## src/rtl/i2c_tgt_pkg.sv

```systemverilog
package i2c_tgt_pkg;
  typedef enum logic [2:0] {
    ST_IDLE,
    ST_RX,
    ST_ACK,
    ST_TX,
    ST_MACK,
    ST_SKIP
  } tgt_state_t;

  typedef enum logic [1:0] {
    BK_ADDR,
    BK_WORD,
    BK_DATA
  } byte_kind_t;
endpackage

```

## src/rtl/i2c_in_sync.sv

```systemverilog
module i2c_in_sync #(
  parameter int STAGES = 2,
  parameter int LINES  = 2
) (
  input  logic             clk,
  input  logic             rst_n,
  input  logic [LINES-1:0] d_i,
  output logic [LINES-1:0] q_o
);
  for (genvar g = 0; g < LINES; g++) begin : g_line
    logic [STAGES-1:0] pipe_q;
    always_ff @(posedge clk or negedge rst_n) begin
      if (!rst_n) pipe_q <= '1;
      else        pipe_q <= {pipe_q[STAGES-2:0], d_i[g]};
    end
    assign q_o[g] = pipe_q[STAGES-1];
  end
endmodule

```

## src/rtl/i2c_bus_events.sv

```systemverilog
module i2c_bus_events (
  input  logic clk,
  input  logic rst_n,
  input  logic scl_s,
  input  logic sda_s,
  output logic scl_rise,
  output logic scl_fall,
  output logic start_ev,
  output logic stop_ev
);
  logic scl_d, sda_d;

  always_ff @(posedge clk or negedge rst_n) begin
    if (!rst_n) begin
      scl_d <= 1'b1;
      sda_d <= 1'b1;
    end else begin
      scl_d <= scl_s;
      sda_d <= sda_s;
    end
  end

  assign scl_rise = scl_s & ~scl_d;
  assign scl_fall = ~scl_s & scl_d;
  assign start_ev = scl_s & scl_d & sda_d & ~sda_s;
  assign stop_ev  = scl_s & scl_d & ~sda_d & sda_s;
endmodule

```

## src/rtl/i2c_ptr_unit.sv

```systemverilog
module i2c_ptr_unit #(
  parameter int NUM_REGS = 8,
  parameter int PTR_W    = 3
) (
  input  logic             clk,
  input  logic             rst_n,
  input  logic             load_i,
  input  logic [7:0]       load_val_i,
  input  logic             inc_i,
  output logic [PTR_W-1:0] ptr_o
);
  logic [PTR_W-1:0] ptr_q, ptr_n;
  logic             ptr_en;

  always_comb begin
    ptr_en = load_i | inc_i;
    ptr_n  = ptr_q;
    if (load_i) begin
      if (int'(load_val_i) < NUM_REGS) ptr_n = load_val_i[PTR_W-1:0];
      else                             ptr_n = '0;
    end else if (inc_i) begin
      if (int'(ptr_q) == NUM_REGS - 1) ptr_n = '0;
      else                             ptr_n = ptr_q + 1'b1;
    end
  end

  always_ff @(posedge clk or negedge rst_n) begin
    if (!rst_n)      ptr_q <= '0;
    else if (ptr_en) ptr_q <= ptr_n;
  end

  assign ptr_o = ptr_q;
endmodule

```

## src/rtl/i2c_tgt_fsm.sv

```systemverilog
module i2c_tgt_fsm
  import i2c_tgt_pkg::*;
#(
  parameter logic [6:0] DEV_ADDR = 7'h68,
  parameter int         PTR_W    = 3
) (
  input  logic             clk,
  input  logic             rst_n,
  input  logic             sda_s,
  input  logic             scl_rise,
  input  logic             scl_fall,
  input  logic             start_ev,
  input  logic             stop_ev,
  input  logic [PTR_W-1:0] ptr_i,
  input  logic [7:0]       rdata_i,
  output logic             ptr_load_o,
  output logic             ptr_inc_o,
  output logic [7:0]       byte_o,
  output logic             pull_o,
  output logic             we_o,
  output logic [PTR_W-1:0] waddr_o,
  output logic [7:0]       wdata_o
);
  tgt_state_t       st_q, st_n;
  byte_kind_t       kind_q, kind_n;
  logic [3:0]       cnt_q, cnt_n;
  logic [7:0]       sr_q, sr_n;
  logic             rw_q, rw_n;
  logic             nack_q, nack_n;
  logic             pull_q, pull_n;
  logic             we_q, we_n;
  logic [PTR_W-1:0] waddr_q, waddr_n;
  logic [7:0]       wdata_q, wdata_n;

  always_comb begin
    st_n       = st_q;
    kind_n     = kind_q;
    cnt_n      = cnt_q;
    sr_n       = sr_q;
    rw_n       = rw_q;
    nack_n     = nack_q;
    pull_n     = pull_q;
    we_n       = 1'b0;
    waddr_n    = waddr_q;
    wdata_n    = wdata_q;
    ptr_load_o = 1'b0;
    ptr_inc_o  = 1'b0;

    if (stop_ev) begin
      st_n   = ST_IDLE;
      pull_n = 1'b0;
    end else if (start_ev) begin
      st_n   = ST_RX;
      kind_n = BK_ADDR;
      cnt_n  = '0;
      pull_n = 1'b0;
    end else begin
      unique case (st_q)
        ST_RX: begin
          if (scl_rise) begin
            sr_n  = {sr_q[6:0], sda_s};
            cnt_n = cnt_q + 4'd1;
          end else if (scl_fall && cnt_q == 4'd8) begin
            unique case (kind_q)
              BK_ADDR: begin
                if (sr_q[7:1] == DEV_ADDR) begin
                  rw_n   = sr_q[0];
                  st_n   = ST_ACK;
                  pull_n = 1'b1;
                end else begin
                  st_n = ST_SKIP;
                end
              end
              BK_WORD: begin
                ptr_load_o = 1'b1;
                st_n       = ST_ACK;
                pull_n     = 1'b1;
              end
              default: begin
                we_n      = 1'b1;
                waddr_n   = ptr_i;
                wdata_n   = sr_q;
                ptr_inc_o = 1'b1;
                st_n      = ST_ACK;
                pull_n    = 1'b1;
              end
            endcase
          end
        end
        ST_ACK: begin
          if (scl_fall) begin
            cnt_n = '0;
            if (kind_q == BK_ADDR && rw_q) begin
              st_n      = ST_TX;
              sr_n      = rdata_i;
              ptr_inc_o = 1'b1;
              pull_n    = ~rdata_i[7];
            end else begin
              st_n   = ST_RX;
              kind_n = (kind_q == BK_ADDR) ? BK_WORD : BK_DATA;
              pull_n = 1'b0;
            end
          end
        end
        ST_TX: begin
          if (scl_rise) begin
            cnt_n = cnt_q + 4'd1;
          end else if (scl_fall) begin
            if (cnt_q == 4'd8) begin
              st_n   = ST_MACK;
              pull_n = 1'b0;
            end else begin
              sr_n   = {sr_q[6:0], 1'b0};
              pull_n = ~sr_q[6];
            end
          end
        end
        ST_MACK: begin
          if (scl_rise) begin
            nack_n = sda_s;
          end else if (scl_fall) begin
            if (!nack_q) begin
              st_n      = ST_TX;
              cnt_n     = '0;
              sr_n      = rdata_i;
              ptr_inc_o = 1'b1;
              pull_n    = ~rdata_i[7];
            end else begin
              st_n = ST_SKIP;
            end
          end
        end
        default: ;
      endcase
    end
  end

  always_ff @(posedge clk or negedge rst_n) begin
    if (!rst_n) begin
      st_q    <= ST_IDLE;
      kind_q  <= BK_ADDR;
      cnt_q   <= '0;
      sr_q    <= '0;
      rw_q    <= 1'b0;
      nack_q  <= 1'b1;
      pull_q  <= 1'b0;
      we_q    <= 1'b0;
      waddr_q <= '0;
      wdata_q <= '0;
    end else begin
      st_q    <= st_n;
      kind_q  <= kind_n;
      cnt_q   <= cnt_n;
      sr_q    <= sr_n;
      rw_q    <= rw_n;
      nack_q  <= nack_n;
      pull_q  <= pull_n;
      we_q    <= we_n;
      waddr_q <= waddr_n;
      wdata_q <= wdata_n;
    end
  end

  assign byte_o  = sr_q;
  assign pull_o  = pull_q;
  assign we_o    = we_q;
  assign waddr_o = waddr_q;
  assign wdata_o = wdata_q;
endmodule

```

## src/rtl/i2c_regptr_target.sv

```systemverilog
module i2c_regptr_target #(
  parameter int         NUM_REGS    = 8,
  parameter logic [6:0] DEV_ADDR    = 7'h68,
  parameter int         SYNC_STAGES = 2,
  parameter int         PTR_W       = (NUM_REGS > 1) ? $clog2(NUM_REGS) : 1
) (
  input  logic             clk,
  input  logic             rst_n,
  input  logic             scl_i,
  input  logic             sda_i,
  output logic             sda_pull_o,
  output logic             reg_we_o,
  output logic [PTR_W-1:0] reg_waddr_o,
  output logic [7:0]       reg_wdata_o,
  output logic [PTR_W-1:0] reg_raddr_o,
  input  logic [7:0]       reg_rdata_i
);
  logic [1:0]       rst_pipe;
  logic             rst_n_s;
  logic [1:0]       lines_s;
  logic             scl_s, sda_s;
  logic             scl_rise, scl_fall, start_ev, stop_ev;
  logic             ptr_load, ptr_inc;
  logic [7:0]       byte_val;
  logic [PTR_W-1:0] ptr;

  always_ff @(posedge clk or negedge rst_n) begin
    if (!rst_n) rst_pipe <= '0;
    else        rst_pipe <= {rst_pipe[0], 1'b1};
  end
  assign rst_n_s = rst_pipe[1];

  i2c_in_sync #(.STAGES(SYNC_STAGES), .LINES(2)) u_sync (
    .clk(clk), .rst_n(rst_n_s), .d_i({scl_i, sda_i}), .q_o(lines_s)
  );
  assign scl_s = lines_s[1];
  assign sda_s = lines_s[0];

  i2c_bus_events u_events (
    .clk(clk), .rst_n(rst_n_s), .scl_s(scl_s), .sda_s(sda_s),
    .scl_rise(scl_rise), .scl_fall(scl_fall),
    .start_ev(start_ev), .stop_ev(stop_ev)
  );

  i2c_ptr_unit #(.NUM_REGS(NUM_REGS), .PTR_W(PTR_W)) u_ptr (
    .clk(clk), .rst_n(rst_n_s), .load_i(ptr_load), .load_val_i(byte_val),
    .inc_i(ptr_inc), .ptr_o(ptr)
  );

  i2c_tgt_fsm #(.DEV_ADDR(DEV_ADDR), .PTR_W(PTR_W)) u_fsm (
    .clk(clk), .rst_n(rst_n_s), .sda_s(sda_s),
    .scl_rise(scl_rise), .scl_fall(scl_fall),
    .start_ev(start_ev), .stop_ev(stop_ev),
    .ptr_i(ptr), .rdata_i(reg_rdata_i),
    .ptr_load_o(ptr_load), .ptr_inc_o(ptr_inc), .byte_o(byte_val),
    .pull_o(sda_pull_o), .we_o(reg_we_o),
    .waddr_o(reg_waddr_o), .wdata_o(reg_wdata_o)
  );

  assign reg_raddr_o = ptr;
endmodule

```

## config.mk

```make
export PLATFORM = sky130hd
export DESIGN_NAME = i2c_regptr_target
export DESIGN_NICKNAME = d
export VERILOG_FILES = /design/src/rtl/i2c_tgt_pkg.sv /design/src/rtl/i2c_in_sync.sv /design/src/rtl/i2c_bus_events.sv /design/src/rtl/i2c_ptr_unit.sv /design/src/rtl/i2c_tgt_fsm.sv /design/src/rtl/i2c_regptr_target.sv
export SDC_FILE = /design/constraint.sdc
export NUM_CORES = 1
export LEC_CHECK = 0
export BUFFER_PORTS_ARGS = -buffer_cell sky130_fd_sc_hd__buf_2
export CAP_MARGIN = 10
export CORE_ASPECT_RATIO = 1.25
export CORE_MARGIN = 5
export CORE_UTILIZATION = 30
export CTS_CLUSTER_DIAMETER = 30
export DETAILED_ROUTE_END_ITERATION = 6
export GPL_TIMING_DRIVEN = 0
export SYNTH_ARGS = -nofsm -noshare
export SYNTH_HDL_FRONTEND = slang
export SYNTH_SLANG_ARGS = --single-unit
```

## constraint.sdc

```tcl
create_clock -name clk -period 1.4 [get_ports clk]
set_input_delay 0.07 -clock clk [delete_from_list [all_inputs] [get_ports clk]]
set_output_delay 0.07 -clock clk [all_outputs]
set_load 0.05 [all_outputs]
```

# Word-level counts from Yosys, hierarchy flattened
# Index checks and enable logic that the tools add are counted.
classes:
  shift: 0
  n_bitwise: 18
  add_sub_neg: 2
  n_eq_ne: 33
  muxes: 76
  magnitude_cmp: 1
  div: 0
  reduce_logical: 20
  multipliers: 0
op_table:
  columns: ["op", "count"]
  rows:
  - ["$mux W8", 9]
  - ["$mux W3", 17]
  - ["$mux W1", 33]
  - ["$pmux W8 S4", 1]
  - ["$mux W4", 6]
  - ["$ne A4 B3 Y1 const B", 5]
  - ["$ne A4 B4 Y1 const B", 4]
  - ["$reduce_and A7 Y1", 2]
  - ["$mux W2", 6]
  - ["$ne A2 B2 Y1 const B", 6]
  - ["$pmux W3 S4", 1]
  - ["$pmux W4 S3", 1]
  - ["$reduce_and A12 Y1", 1]
  - ["$not A1 Y1", 10]
  - ["$reduce_and A10 Y1", 1]
  - ["$reduce_and A9 Y1", 1]
  - ["$lt A8 B4 Y1 const B", 1]
  - ["$ne A2 B1 Y1 const B", 4]
  - ["$reduce_and A4 Y1", 2]
  - ["$reduce_bool A4 Y1", 2]
  - ["$and A1 B1 Y1", 7]
  - ["$eq A7 B7 Y1 const B", 1]
  - ["$eq A3 B1 Y1 const B", 2]
  - ["$eq A3 B2 Y1 const B", 2]
  - ["19 further kinds", 25]
word_totals:
  latchBits: 0
  reg_bits: 43
  rom_bits: 0
  word_cells: 166
  mem_count: 0
  in_bits: 12
  output_inout_bits: 16
  ram_bits: 0

# Logic depth before layout (Yosys ltp)
# Gate-level depths: netlist (run 1).
depth:
  ltp_word: 10
  mapped_depth: 8
  ltp_nobuf: 7

# Hierarchy
# From an unflattened synthesis (run 1), not the netlist that was laid out.
hier_totals:
  hier_cells: 202
  hier_area_um2: 2289.7
modules_own_cells:
  columns: ["mod", "seq_area_each_um2", "area_each_um2", "cells_each", "instances"]
  rows:
  - ["i2c_tgt_fsm", 802.0, 1820.5, 167, 1]
  - ["i2c_ptr_unit", 75.1, 210.2, 20, 1]
  - ["i2c_in_sync", 105.1, 120.1, 6, 1]
  - ["i2c_bus_events", 52.6, 85.1, 6, 1]
  - ["i2c_regptr_target", 50.0, 53.8, 3, 1]

# Least setup slack after synthesis (run 1)
# No wires, ideal clock.
synth_path:
  kind: "reg2reg"
  from: "register u_events.scl_d"
  to: "register u_fsm.sr_q[6], in the netlist u_fsm.byte_o[6]"
  synth_period_minus_slack_ns: 1.839
  path_buffers: 3
  setup_slack_ns: -0.439
  stages_incl_launch_ff: 9
  required_time_ns: 1.323
  arrival_time_ns: 1.761
  setup_ns: 0.077
  cell_sequence: "dfstp_2 -> buf_4 -> nor2b_1 -> buf_2 -> o21ai_1 -> a221oi_4 -> buf_4 -> nor2_1 -> a21oi_1"
synth_via:
  elab_chain_cells: 5
  word_cells_on_any_way: 17
  cone_classes: "eq/ne: 6; bitwise: 10; reduce/logical: 1"
synth_rtl:
  columns: ["item", "line_no", "rtl"]
  rows:
  - ["start: declaration", "i2c_bus_events.sv:11", "logic scl_d, sda_d;"]
  - ["start signal: assignment", "i2c_bus_events.sv:18", "scl_d <= scl_s;"]
  - ["$and A1 B1 Y1", "i2c_bus_events.sv:25, i2c_bus_events.sv:26", null]
  - ["$and A1 B1 Y1 (on tied branches) (2 in a row)", "i2c_bus_events.sv:26, i2c_bus_events.sv:25", null]
  - ["$not A1 Y1 (no source line)", null, null]
  - ["$reduce_and A12 Y1 (no source line) (*)", null, null]
  - ["end signal: assignment", "i2c_tgt_fsm.sv:154", "sr_q <= sr_n;"]
  - ["end: declaration", "i2c_tgt_fsm.sv:27", "logic [7:0] sr_q, sr_n;"]
# Mark *: on every way between the ends. The rest lies on a longest branch, timed or not.
# A chain may end at the register's enable or synchronous reset.

# Final worst setup path (run 1)
layout_path:
  from: "register u_fsm.st_q[1]"
  to: "register u_fsm.sr_q[0], in the netlist u_fsm.byte_o[0]"
layout_via:
  elab_chain_cells: 3
  word_cells_on_any_way: 16
  cone_classes: "eq/ne: 13; mux: 1; reduce/logical: 2"
layout_rtl:
  columns: ["item", "line_no", "rtl"]
  rows:
  - ["start: declaration", "i2c_tgt_fsm.sv:24", "tgt_state_t st_q, st_n;"]
  - ["start signal: assignment", "i2c_tgt_fsm.sv:151", "st_q <= st_n;"]
  - ["$eq A3 B3 Y1, or another cell as far along", "i2c_tgt_fsm.sv:58", "unique case (st_q)"]
  - ["$ne A2 B1 Y1 (no source line), or another cell as far along", null, null]
  - ["$reduce_and A12 Y1 (no source line)", null, null]
# Parallel ways exist; a longest one is shown, timed or not.

==> flow_metrics.env, run 1 <==
export IMPL_outcome="finished with violations"
export IMPL_violations="setup timing"
export IMPL_place_gp_congestion=0.831
export IMPL_arrival_ns=1.98
export IMPL_clk_pin_slew_ns=0.09
export IMPL_grtUsageMet1_pct=14.6
export IMPL_clk_insertion_delay_late_ns=0.30
export IMPL_p_leak_nw=1.49
export IMPL_grt_ovfl_total=0
export IMPL_numCtsBuffers=5
export IMPL_ir_drop_mv=0.712
export IMPL_finClkSkew_ns=0.00971
export IMPL_dr_total_vias=1812
export IMPL_synth_top_cell_area_share_pct=41.6
export IMPL_async_reset_ff_share_pct=100
export IMPL_drtIter0Drc=50
export IMPL_drv_cap=0
export IMPL_synth_nets=209
export IMPL_grt_pass1_wl_mm=8.97
export IMPL_synth_ff_type="dfrtp_1"
export IMPL_area_growth_syn_to_layout_pct=55.1
export IMPL_fin_cells=370
export IMPL_min_period_ns=1.74
export IMPL_place_area_um2=2480
export IMPL_ys_types=49
export IMPL_vias_per_cell=4.90
export IMPL_postRouteWirelength_mm=5.81
export IMPL_worst_path_max_fanout=6
export IMPL_core_area_um2=7020
export IMPL_cts_root_buf="clkbuf_8"
export IMPL_first_pass_iters=4
export IMPL_final_cell_mix="39 x buf_4, 34 x dfrtp_1, 28 x buf_2"
export IMPL_synth_yosys_seq_area_share_pct=50.1
export IMPL_worst_setup_path_end_kind="register"
export IMPL_routedWlPerCell_um=15.7
export IMPL_initial_utilization_pct=30.9
export IMPL_grt_pass1_vias=1856
export IMPL_rsz0062_at_grt="true"
export IMPL_power_density_nw_per_um2=1710
export IMPL_drive_gt1_share_pct=61.1
export IMPL_rows=34
export IMPL_nFillCells=633
export IMPL_antenna_found_initial=0
export IMPL_final_max_slew_viol_count=0
export IMPL_track_usage_pct=12.3
export IMPL_cts_buffer_depth=2
export IMPL_final_nets=295
export IMPL_io_pins=28
export IMPL_finalCritPeriodShare_pct=125
export IMPL_max_freq_ghz=0.574
export IMPL_ys_ff_latch=43
export IMPL_h_tree_depth=2
export IMPL_cp_required_ns=1.64
export IMPL_numPlacedInstances=310
export IMPL_grt_busiest_layer="met2"
export IMPL_avgSynthCellArea_um2=11.2
export IMPL_cts_num_sinks=43
export IMPL_cts_tree="built"
export IMPL_start_kind="register"
export IMPL_met2_usage_pct=21.2
export IMPL_drcViolationCount=0
export IMPL_synth_edff_count=0
export IMPL_synth_area_um2=2170
export IMPL_final_common_cell="buf_4"
export IMPL_maxSlewHeadroom_pct=38.9
export IMPL_use_met3_pct=2.99
export IMPL_final_setup_worst_slack_ns=-0.343
export IMPL_synthCells=193
export IMPL_antenna_cells=0
export IMPL_hold_class="primary input to register"
export IMPL_port_buffers=27
export IMPL_synthTopCellsByArea="dfrtp_1 42%, dfstp_2 8.5%, mux2i_1 6.0%"
export IMPL_setup_violations_final=34
export IMPL_dieArea_um2=9030
export IMPL_die_w_um=86.0
export IMPL_grt_max_degree=42
export IMPL_die_h_um=105
export IMPL_fin_tns_setup_ns=-9.49
export IMPL_place_hpwl_mm=3.34
export IMPL_post_route_cell_area_um2=3360
export IMPL_ys_warn_count=0
export IMPL_ant_nets=0
export IMPL_utilization_pct=47.9
export IMPL_tightest_slew_ns=0.917
export IMPL_report_final_hold_viol_count=0
export IMPL_critPathKind="register to register"
export IMPL_synth_top_area_cell="dfrtp_1"
synth_stat cells (3+ instances only):
library cell and number:
a21oi_1 18, buf_2 4, dfrtp_1 36, dfstp_2 7
ha_1 4, inv_1 5, mux2_1 9, mux2_2 4
mux2i_1 13, nand2_1 13, nand2b_1 6, nor2_1 15
nor2b_1 4, nor3_1 3, o21ai_0 7, or3b_1 3
worst max-delay path: stages (launching register included):
cell	delay [ns]
dfrtp_1	0.38
buf_6	0.14
nor4b_4	0.33
o21ai_2	0.11
a221oi_4	0.39
buf_4	0.19
nor2_1	0.04
a21oi_1	0.11
cell families (layout without fill, tap and decap cells):
group	Yosys count	after routing	share of synthesized area [%]
AOI/OAI and AO/OA	41	41	13.8
xor gates and xnor gates	1	1	0.404
adders and majority gates	4	4	2.31
buffers and inverters	14	101	3.70
DFF	43	43	50.1
muxes	26	26	12.8
other	1	1	0.173
and+or+nand+nor	63	63	16.8
power breakdown:
part	internal [mW]	switching [mW]	total, mW
combinational	1.47	1.44	2.91
clock	0.531	0.448	0.979
sequential	1.51	0.322	1.83
total	3.51	2.21	5.73
flip-flops by register name, summed over array words and instances, names as in the netlist:
register,cells
u_fsm.st_q,3
u_fsm.kind_q,2
u_events.sda_d,1
u_ptr.ptr_o,3
u_sync.g_line.pipe_q,4
u_fsm.byte_o,8
u_fsm.wdata_o,8
u_fsm.cnt_q,4
u_fsm.pull_o,1
u_fsm.nack_q,1
u_events.scl_d,1
u_fsm.rw_q,1
u_fsm.we_o,1
u_fsm.waddr_o,3
rst_pipe,2
layer usage:
layer	up-vias	wire length (µm)	share of wire, %
li1	859	-	-
met1	907	2340	40
met2	37	3100	53
met3	9	239	4.1
met4	0	124	2.1
met5	-	0	0
worst paths after layout:
path / depth (start not counted) / to / from / slack (ns)
worst max-delay path: 7 / u_fsm.byte_o[0]$_DFFE_PN0P_ / u_fsm.st_q[1]$_DFFE_PN0P_ / -0.34
worst min-delay path: 3 / u_fsm.byte_o[1]$_DFFE_PN0P_ / reg_rdata_i[1] / 0.07
worst max register to register: 7 / u_fsm.byte_o[0]$_DFFE_PN0P_ / u_fsm.st_q[1]$_DFFE_PN0P_ / -0.34
worst min register to register: 0 / rst_pipe[1]$_DFF_PN0_ / rst_pipe[0]$_DFF_PN0_ / 0.35
max in group asynchronous: 0 / u_fsm.st_q[0]$_DFFE_PN0P_ / rst_pipe[1]$_DFF_PN0_ / 0.36
min in group asynchronous: 2 / rst_pipe[1]$_DFF_PN0_ / rst_n / 0.08
final cells by class:
cell class / instances / area (µm²) / share of cell area [%]
multi-input combinational: 136 / 1330 / 39.5
sequential: 43 / 1090 / 32.4
buffer: 6 / 76.3 / 2.27
timing repair buffer: 82 / 624 / 18.6
clock inverter: 3 / 43.8 / 1.30
tap: 90 / 113 / 3.35
clock buffer: 5 / 68.8 / 2.05
inverter: 5 / 18.8 / 0.559
through the flow:
stage / power (mW) / setup slack [ns] / hold WS [ns]
3_5_place_dp: 3.46 / -0.583 / -0.143
3_3_place_gp: 3.43 / -0.551 / -0.145
6_report: 5.73 / -0.343 / 0.0708
2_1_floorplan: 3.06 / -0.328 / -0.226
4_1_cts: 5.18 / -0.337 / 0.0634
5_1_grt: 6.03 / -0.404 / 0.0793
timing repair:
action / 4_1_cts / 5_1_grt
endpoints found under the setup margin: 34 / 35
buffers inserted: 36 / 14
endpoints found under the hold margin: 4 / 0
gates resized for setup: 43 / 42
cloned: 2 / 1
hold buffers: 3 / 0
pin swaps: 19 / 22
Power figures use the tool's default switching activity.
==> inputs of run 2 (changes only) <==
Settings changed: CAP_MARGIN 10 to default, PLACE_DENSITY from default to 0.47.
==> run 2 against run 1 <==
The flow still finishes with violations (setup timing). Critical endpoint is now u_fsm.st_q[0]$_DFFE_PN0P_. Critical path type unchanged. Total power down 11%. Highest routed layer unchanged. Clock skew increased by 0.0012 ns. Largest cell class unchanged. Non-clock buffer count decreased by 16. Die area stayed put. Critical path depth is the same. Design area down 9.5%.
==> flow_metrics.env, run 2 (synthesis gave the netlist of run 1 again) <==
export IMPL_drive_gt1_share_pct=51.9
export IMPL_min_period_ns=1.77
export IMPL_reg2reg_slack_ns=-0.37
export IMPL_finalPower_mw=5.09
export IMPL_start_kind="register"
export IMPL_maxSlewHeadroom_pct=66.2
export IMPL_utilization_pct=43.3
export IMPL_cp_required_ns=1.62
export IMPL_drtIter0Drc=35
export IMPL_port_buffers=27
export IMPL_final_cell_mix="33 x dfrtp_1, 28 x buf_4, 28 x buf_2"
export IMPL_initial_utilization_pct=30.9
export IMPL_rows=34
export IMPL_critPathKind="register to register"
export IMPL_worstRegToRegCells=7
export IMPL_grt_ovfl_total=0
export IMPL_p_leak_nw=1.33
export IMPL_report_final_hold_viol_count=0
export IMPL_cts_tree="built"
export IMPL_vias_per_cell=4.88
export IMPL_tightest_slew_ns=0.505
export IMPL_final_max_slew_viol_count=0
export IMPL_r2r_end="u_fsm.st_q[0]$_DFFE_PN0P_"
export IMPL_area_growth_syn_to_layout_pct=40.4
export IMPL_place_gp_congestion=0.845
export IMPL_clk_insertion_delay_late_ns=0.30
export IMPL_worst_path_max_fanout=5
export IMPL_post_place_ws_ns=-0.599
export IMPL_clk_pin_slew_ns=0.09
export IMPL_setup_violations_final=33
export IMPL_place_hpwl_mm=3.37
export IMPL_postRouteWirelength_mm=5.38
export IMPL_violations="setup timing"
export IMPL_h_tree_depth=2
export IMPL_final_common_cell="dfrtp_1"
export IMPL_cts_buffer_depth=2
export IMPL_cts_root_buf="clkbuf_8"
export IMPL_core_area_um2=7020
export IMPL_cts_num_sinks=43
export IMPL_arrival_ns=1.99
export IMPL_routedWlPerCell_um=15.2
export IMPL_max_freq_ghz=0.565
export IMPL_dr_total_vias=1727
export IMPL_reg2reg_from="u_fsm.cnt_q[0]$_DFFE_PN0P_"
export IMPL_grt_pass1_vias=1789
export IMPL_crit_start="u_fsm.cnt_q[0]$_DFFE_PN0P_"
export IMPL_finClkSkew_ns=0.0109
export IMPL_grt_max_degree=31
export IMPL_grt_pass1_wl_mm=9.00
export IMPL_drcViolationCount=0
export IMPL_die_h_um=105
export IMPL_rsz0062_at_grt="true"
export IMPL_antenna_cells=0
export IMPL_crit_end="u_fsm.st_q[0]$_DFFE_PN0P_"
export IMPL_first_pass_iters=4
export IMPL_numCtsBuffers=5
export IMPL_track_usage_pct=12.5
export IMPL_final_nets=279
export IMPL_ir_drop_mv=0.775
export IMPL_worst_setup_path_end_kind="register"
export IMPL_dieArea_um2=9030
export IMPL_die_w_um=86.0
export IMPL_drv_cap=0
export IMPL_final_setup_worst_slack_ns=-0.369
export IMPL_antenna_found_initial=0
export IMPL_finalCritPeriodShare_pct=126
export IMPL_power_density_nw_per_um2=1670
export IMPL_min_delay_start="reg_rdata_i[6]"
export IMPL_outcome="finished with violations"
export IMPL_io_pins=28
export IMPL_ant_nets=0
export IMPL_hold_class="primary input to register"
run 2: worst min path at each step:
stage                                  end  slack (ns)  cells after the start
2_1_floorplan        rst_pipe[0]$_DFF_PN0_       -0.23                      0
3_3_place_gp         rst_pipe[0]$_DFF_PN0_       -0.15                      1
3_5_place_dp         rst_pipe[0]$_DFF_PN0_       -0.14                      1
4_1_cts              rst_pipe[1]$_DFF_PN0_        0.07                      2
5_1_grt        u_fsm.byte_o[6]$_DFFE_PN0P_        0.07                      3
6_report       u_fsm.byte_o[6]$_DFFE_PN0P_        0.07                      3
run 2: area by class of cell:
| cell class | instances | area (µm²) |
|---|---|---|
| flip-flops and latches | 43 | 1090 |
| well taps | 90 | 113 |
| fillers | 678 | 3980 |
| multi-input cells | 136 | 1180 |
| plain buffers | 7 | 83.8 |
| inverters | 5 | 18.8 |
| clock buffers | 7 | 76.3 |
| repair buffers | 65 | 478 |
| clock inverters | 1 | 5.00 |
run 2: through the flow:
| step | hold slack (ns) | instance area (µm²) | setup TNS [ns] | std cells |
|---|---|---|---|---|
| after detailed placement | -0.144 | 2500 | -14.97 | 311 |
| after CTS | 0.0665 | 3000 | -9.15 | 351 |
| final | 0.0697 | 3040 | -9.07 | 354 |
| after global routing | 0.0747 | 3040 | -12.26 | 354 |
| after global placement | -0.145 | 2480 | -32.15 | 310 |
| after floorplan | -0.226 | 2230 | -7.70 | 193 |
run 2: worst max-delay path, stage by stage (launching register included):
cell      delay [ns]
dfrtp_1         0.38
inv_2           0.05
ha_2            0.16
and3b_2         0.26
and3b_2         0.24
o21a_1          0.20
o221ai_1        0.20
o311a_1         0.21
run 2: timing repair:
action / CTS / global route
setup buffers: 30 / 4
endpoints found under the hold margin: 4 / 0
hold buffers: 3 / 0
pin swaps: 14 / 5
gates resized for setup: 43 / 8
setup endpoints to repair: 34 / 35
cloned: 1 / 0
run 2: where the power goes:
| part | internal, mW | total (mW) | switching (mW) |
|---|---|---|---|
| Combinational | 1.26 | 2.49 | 1.23 |
| Sequential | 1.52 | 1.82 | 0.305 |
| Clock | 0.351 | 0.772 | 0.421 |
run 2: metal layers:
layer	track usage (%)	vias to the layer above	routed length (µm)
met2	20.8	43	2700
met1	15.7	841	2320
li1	-	832	-
met3	2.60	11	247
met5	0	-	0
met4	4.52	0	114
